==> src/rtl/os_async_rx.sv <==
module os_async_rx (
  input  logic       clk,
  input  logic       rst_n,
  input  logic       tick,
  input  logic       sync_sel,
  input  logic       rxd,
  input  logic       par_en,
  input  logic       par_odd,
  output logic [7:0] data,
  output logic       data_valid,
  output logic       par_err,
  output logic       frame_err
);

  typedef enum logic [2:0] {IDLE, START, BITS, PARB, STOP, WAITHI} st_t;

  st_t        state;
  logic [1:0] sync;
  logic [4:0] cnt;
  logic [2:0] bitc;
  logic [7:0] sh;
  logic       pbit;

  wire rx_s = sync[1];
  wire mid  = (cnt == 5'd15);

  always_ff @(posedge clk or negedge rst_n) begin
    if (!rst_n) sync <= 2'b11;
    else        sync <= {sync[0], rxd};
  end

  always_ff @(posedge clk or negedge rst_n) begin
    if (!rst_n) begin
      state      <= IDLE;
      cnt        <= '0;
      bitc       <= '0;
      sh         <= '0;
      pbit       <= 1'b0;
      data       <= '0;
      data_valid <= 1'b0;
      par_err    <= 1'b0;
      frame_err  <= 1'b0;
    end else begin
      data_valid <= 1'b0;
      if (sync_sel) begin
        state <= IDLE;
      end else if (tick) begin
        case (state)
          IDLE: if (!rx_s) begin
            state <= START;
            cnt   <= '0;
          end
          START: begin
            cnt <= cnt + 5'd1;
            if (cnt < 5'd7 && rx_s) begin
              state <= IDLE;
            end else if (cnt == 5'd23) begin
              sh    <= {rx_s, sh[7:1]};
              bitc  <= 3'd1;
              cnt   <= '0;
              state <= BITS;
            end
          end
          BITS: begin
            cnt <= mid ? 5'd0 : cnt + 5'd1;
            if (mid) begin
              sh   <= {rx_s, sh[7:1]};
              bitc <= bitc + 3'd1;
              if (bitc == 3'd7) state <= par_en ? PARB : STOP;
            end
          end
          PARB: begin
            cnt <= mid ? 5'd0 : cnt + 5'd1;
            if (mid) begin
              pbit  <= rx_s;
              state <= STOP;
            end
          end
          STOP: begin
            cnt <= mid ? 5'd0 : cnt + 5'd1;
            if (mid) begin
              data       <= sh;
              data_valid <= 1'b1;
              frame_err  <= !rx_s;
              par_err    <= par_en && (pbit != ((^sh) ^ par_odd));
              state      <= rx_s ? IDLE : WAITHI;
            end
          end
          WAITHI: if (rx_s) state <= IDLE;
          default: state <= IDLE;
        endcase
      end
    end
  end

endmodule


==> config.mk <==
export PLATFORM = sky130hd
export DESIGN_NAME = os_async_rx
export DESIGN_NICKNAME = d
export VERILOG_FILES = /design/src/rtl/os_async_rx.sv
export SDC_FILE = /design/constraint.sdc
export NUM_CORES = 1
export LEC_CHECK = 0
export BUFFER_PORTS_ARGS = -buffer_cell sky130_fd_sc_hd__buf_2
export CAP_MARGIN = 30
export CORE_UTILIZATION = 40
export CTS_BUF_LIST = sky130_fd_sc_hd__clkbuf_16
export DETAILED_ROUTE_END_ITERATION = 8
export PLACE_DENSITY_LB_ADDON = 0.15
export SLEW_MARGIN = 0
export SYNTH_ARGS = -nofsm -noshare
export SYNTH_HDL_FRONTEND = slang
export SYNTH_SLANG_ARGS = --single-unit
==> constraint.sdc <==
create_clock -name clk -period 2.3 [get_ports clk]
set_input_delay 0.46 -clock clk [delete_from_list [all_inputs] [get_ports clk]]
set_output_delay 0.46 -clock clk [all_outputs]
set_load 0.005 [all_outputs]
# ---- Word level (Yosys, flattened, before mapping)
# Index checks and enable logic that the tools add are counted.
dict set report classes {
  addsub 2
  mul 0
  div 0
  magnitude_cmp 1
  eq_ne 20
  n_shift 0
  n_mux 30
  n_bitwise 2
  reduce_logical 14
}
# operator count
set op_table {}
lappend op_table {{two-way mux 3 bit} 15}
lappend op_table {{two-way mux 8 bit} 3}
lappend op_table {{two-way mux 5 bit} 4}
lappend op_table {{inequality test 3 bit (second input constant)} 6}
lappend op_table {{case mux 3 bit (6 select lines)} 1}
lappend op_table {{case mux 8 bit (2 select lines)} 1}
lappend op_table {{case mux 5 bit (3 select lines)} 1}
lappend op_table {{AND reduction 4 bit} 3}
lappend op_table {{== test 3 bit (second input constant)} 3}
lappend op_table {{inequality test 2 bit (second input constant)} 4}
lappend op_table {{AND reduction 8 bit} 1}
lappend op_table {{XOR reduction 8 bit} 1}
lappend op_table {{== test 3 x 2 -> 1 bit (second input constant)} 2}
lappend op_table {{case mux 3 bit (2 select lines)} 1}
lappend op_table {{AND reduction 6 bit} 1}
lappend op_table {{adder 5 x 1 -> 5 bit (second input constant)} 1}
lappend op_table {{== test 5 x 4 -> 1 bit (second input constant)} 1}
lappend op_table {{== test 5 bit (second input constant)} 1}
lappend op_table {{less-than comparator 5 x 3 -> 1 bit (second input constant)} 1}
lappend op_table {{two-way mux 1 bit} 4}
lappend op_table {{inequality test 4 bit (second input constant)} 1}
lappend op_table {{nonzero test 2 bit} 2}
lappend op_table {{adder 3 x 1 -> 3 bit (second input constant)} 1}
lappend op_table {{== test 3 x 1 -> 1 bit (second input constant)} 1}
lappend op_table {{other kinds (8)} 9}
dict set report totals {
  register_bits 33
  latch_bits 0
  ram_bits 0
  romBits 0
  inputBits 7
  out_inout_bits 11
  mem_count 0
}

# ---- Depth between registers and ports, before layout
dict set report depth {
  word_depth 6
  ltp_mapped 9
}

# ---- Worst setup path after synthesis
# OpenSTA, ideal clock, no wires.
dict set report synth_timing {
  kind {flip-flop to flip-flop}
  start {register cnt[0]}
  end {register cnt[2]}
  setup_time_ps 64
  t_arrival_ps 1914
  t_required_ps 2236
  slack_ps 321
  stages_incl_launch_ff 10
  n_path_buf 0
  path_cell_list {dfrtp_1 > ha_1 > nand3_1 > inv_1 > ha_1 > nor3b_1 > nor2_1 > o22a_1 > nor4b_1 > a21o_1}
}
dict set report synth_via {
  elab_chain_len 4
  word_cells_on_any_way 9
  cone_classes {add/sub: 1; order compare: 1; eq/ne: 2; mux: 4; reduce/logical: 1}
}
# element line
set synth_rtl {}
lappend synth_rtl {{start: declaration} 19} ;# logic [4:0] cnt;
lappend synth_rtl {{start signal: assignment} 54} ;# cnt <= cnt + 5'd1;
lappend synth_rtl {{start signal: assignment} 65} ;# cnt <= mid ? 5'd0 : cnt + 5'd1;
lappend synth_rtl {{start signal: assignment} 73} ;# cnt <= mid ? 5'd0 : cnt + 5'd1;
lappend synth_rtl {{adder 5 x 1 -> 5 bit, or another cell as far along} -}
lappend synth_rtl {{two-way mux 5 bit / logical AND 1 bit (equally long branches)} {57, 55}}
lappend synth_rtl {{two-way mux 5 bit} 55} ;# if (cnt < 5'd7 && rx_s) begin
lappend synth_rtl {{case mux 5 bit (3 select lines) (*)} 48} ;# case (state)
# Mark *: on every way between the ends. The rest lies on a longest branch, timed or not.
# A chain may end at the register's enable or synchronous reset.

# ---- Final worst setup path
# Ends and elaborated chain as after synthesis.

==> results.yml <==
run_status:
  run_status: "finished, final reports clean"
timing:
  worst-slew-pin-transition_ns: 0.740
  timing.fmax_mhz: 474
  period_needed_ns: 2.11
  report.final.slew_viol_count: 0
  post-route-period-util: 0.917
  fin_skew_ns: 0.00582
  max-slew-margin-rel: 0.507
  totalNegativeSetupSlack_ns: 0
  final-hold-violation-count: 0
  setup_violations: 0
  rsz0062_at_grt: "false"
  timing.final.ws_setup_ns: 0.191
clock_network:
  tritoncts.num_buffers: 5
  clock-sinks: 33
  cts-root-to-sink-buffers: 2
  clkSlewWorstSetupHoldPaths_ns: 0.05
  cts_tree: "yes"
  clock_insertion_delay_worst_skew_ns: 0.28
  cts_max_level: 2
  ctsRootBufferMaster: "sky130_fd_sc_hd__clkbuf_16"
drt:
  dr_total_vias: 1230
  drc: 0
  detail_route.iter0.violations: 49
  dr.pass1.iters: 4
  detail_routed_net_length_per_standard_cell_um: 14.6
  routed_wl_um: 3310
  post_drt_via_cell_ratio: 5.42
  antenna_left: 0
cells_and_area:
  num_antenna_cells: 0
  final_layout_size_suffix_gt1_frac: 0.299
  area_occupied_by_multi_input_gates_um2: 856
  area_delta_synth_final_pct: 17.9
  area.sequential_um2: 828
  n_fill_cell: 377
  nets: 188
  layout.core_utilization: 0.502
job:
  max_cap_viol_count: 0
logic_synthesis:
  netlist_area_um2: 1740
  dominant_combinational_cell_family_by_area_after_synthesis: "simple AND/OR/NAND/NOR gates"
  yosys.cell_types.count: 44
  yosys.area_share.simple: 0.160
  synth.mux.area_fraction: 0.134
  yosysSeqAreaShare: 0.476
  ys_dominant_reg_cell: "sky130_fd_sc_hd__dfrtp_1"
  synth_edf_count: 0
  synth_compound_gate_area_share: 0.113
  asyncSetResetFlopFracSynth: 1.00
  yosys.area_share.xor_xnor: 0.0453
  synth_seq_cells: 33
  mean_area_per_synthesized_cell_um2: 11.4
  synth_warnings: 0
  syn-instance-count: 153
  mappedNetlistNets: 165
  post_synth_fa_ha_maj_area_fraction: 0.0360
placed_design:
  place.detailed.hpwl_um: 2290
  gpl.final_weighted_congestion: 0.791
  dp_worst_setup_slack_ns: 0.0377
  placement.io_buffers: 17
die:
  die_h_um: 67.9
  die_area_um2: 4620
  floorplan.initialDensity: 0.426
  design.portCount: 18
  fp.dieW_um: 67.9
  core.rowCount: 23
  floorplan.core_area_um2: 4090
worst_setup_path:
  timing.critical_path.slowest_cell_delay_ns: 0.40
  delay_heaviest_family_cp: "simple AND/OR/NAND/NOR gates"
  cp_max_fo: 7
  timing.setup.critical_path_class: "reg -> reg"
  critical_path_buf_inv_count: 1
  cp_data_arrival_time_ns: 2.32
  critical-path-slowest-cell: "sky130_fd_sc_hd__dfrtp_1"
  path_cells: "ha_1 -> nand3_1 -> inv_1 -> ha_2 -> nor3b_2 -> nor2_1 -> o22a_1 -> nor4b_1 -> a21o_1"
  crit_path_start_kind: "flip-flop"
  timing.critical_path.required_ns: 2.51
  cp-end-kind: "flip-flop"
grt:
  grt-ovfl-total: 0
  largest_net_degree_at_the_start_of_global_routing: 34
  first_global_vias: 1146
  initial_antenna_violation_count: 0
  grt_first_pass_wirelength_um: 5590
  grt_use_total: 0.169
hold_path:
  hold_path_class: "in -> async"
power:
  cellLeakagePower_nw: 1.04
  power_density_nw_per_um2: 769
  vdd_drop_max_uv: 450
metal layers:
metal,track usage,share of wire,vias to the layer above
li1,-,-,599
met1,0.214,0.49,607
met2,0.261,0.46,19
met3,0.0483,0.039,5
met4,0.0859,0.013,0
met5,0,0,-
through the flow:
stage	total power, mW	area, um^2	hold WS, ns	cells
finish	1.58	2050	0.235	227
global route	1.65	2050	0.271	227
CTS	1.60	2040	0.276	227
detailed placement	0.850	1880	0.347	219
global placement	0.843	1880	0.347	219
floorplan	0.796	1740	0.164	153
power by group:
group | internal, mW | leakage, nW | switching (mW) | total [mW]
combinational | 0.0861 | 0.512 | 0.123 | 0.209
clock | 0.502 | 0.0826 | 0.233 | 0.735
sequential | 0.606 | 0.446 | 0.0277 | 0.633
sequential cells by signal, indices dropped and copies added (netlist names), 2 cells and up:
| name | count |
|---|---|
| data | 8 |
| sh | 8 |
| cnt | 5 |
| bitc | 3 |
| state | 3 |
| sync | 2 |
cell type report:
cell class | instances | area share
inverter | 7 | 0.0128
multi-input combinational | 108 | 0.417
timing repair buffer | 21 | 0.0561
sequential | 33 | 0.404
clock buffer | 5 | 0.0610
clock inverter | 3 | 0.0183
tap | 50 | 0.0305
worst paths after layout:
path	startpoint	to	slack [ns]	cells past startpoint
worst max register to register	cnt[0]$_DFFE_PN0P_	cnt[2]$_DFFE_PN0P_	0.19	9
worst min register to register	sync[0]$_DFF_PN1_	sync[1]$_DFF_PN1_	0.36	0
min in group clk	rxd	sync[0]$_DFF_PN1_	0.29	1
worst min-delay path	rst_n	state[1]$_DFFE_PN0P_	0.24	1
worst max-delay path	cnt[0]$_DFFE_PN0P_	cnt[2]$_DFFE_PN0P_	0.19	9
max in group asynchronous	rst_n	data_valid$_DFF_PN0_	1.58	1
logic make-up after synthesis:
group	after synthesis
AO/OA/AOI/OAI	28
XOR/XNOR	9
adder cells (fa/ha/maj)	5
buffers and inverters	12
flip-flops	33
multiplexers	21
AND/OR/NAND/NOR	45
Yosys cell counts, types with 3 or more instances:
library cell	number	area, um^2
sky130_fd_sc_hd__nor2b_1	3	18.8
sky130_fd_sc_hd__inv_1	7	26.3
sky130_fd_sc_hd__a21oi_1	5	25.0
sky130_fd_sc_hd__nor2_1	7	26.3
sky130_fd_sc_hd__ha_1	5	62.6
sky130_fd_sc_hd__mux2i_1	3	30.0
sky130_fd_sc_hd__nand3_1	4	20.0
sky130_fd_sc_hd__mux2_2	16	180
sky130_fd_sc_hd__dfrtp_1	31	776
sky130_fd_sc_hd__nand2_1	15	56.3
sky130_fd_sc_hd__o21ai_0	9	45.0
sky130_fd_sc_hd__nand3b_1	3	22.5
sky130_fd_sc_hd__xnor2_1	9	78.8
repair_timing:
item | CTS | global route
hold buffers | 0 | 0
resized for setup | 0 | 2
endpoints found under the setup margin | 0 | 9
endpoints found under the hold margin | 0 | 0
buffers inserted | 0 | 0
cells in the final DEF (no fill, tap or decap), types with 3 or more instances in the layout:
master / instances
sky130_fd_sc_hd__nand3b_1: 3
sky130_fd_sc_hd__clkbuf_16: 5
sky130_fd_sc_hd__buf_4: 4
sky130_fd_sc_hd__o21ai_0: 9
sky130_fd_sc_hd__xnor2_1: 9
sky130_fd_sc_hd__inv_1: 8
sky130_fd_sc_hd__a21oi_1: 5
sky130_fd_sc_hd__buf_2: 17
sky130_fd_sc_hd__dfrtp_1: 31
sky130_fd_sc_hd__mux2_2: 16
sky130_fd_sc_hd__ha_1: 4
sky130_fd_sc_hd__nand2_1: 15
sky130_fd_sc_hd__nor2b_1: 3
sky130_fd_sc_hd__nor2_1: 7
sky130_fd_sc_hd__nand3_1: 4
sky130_fd_sc_hd__mux2i_1: 3
Note: power is estimated with default switching activity, not from simulation.
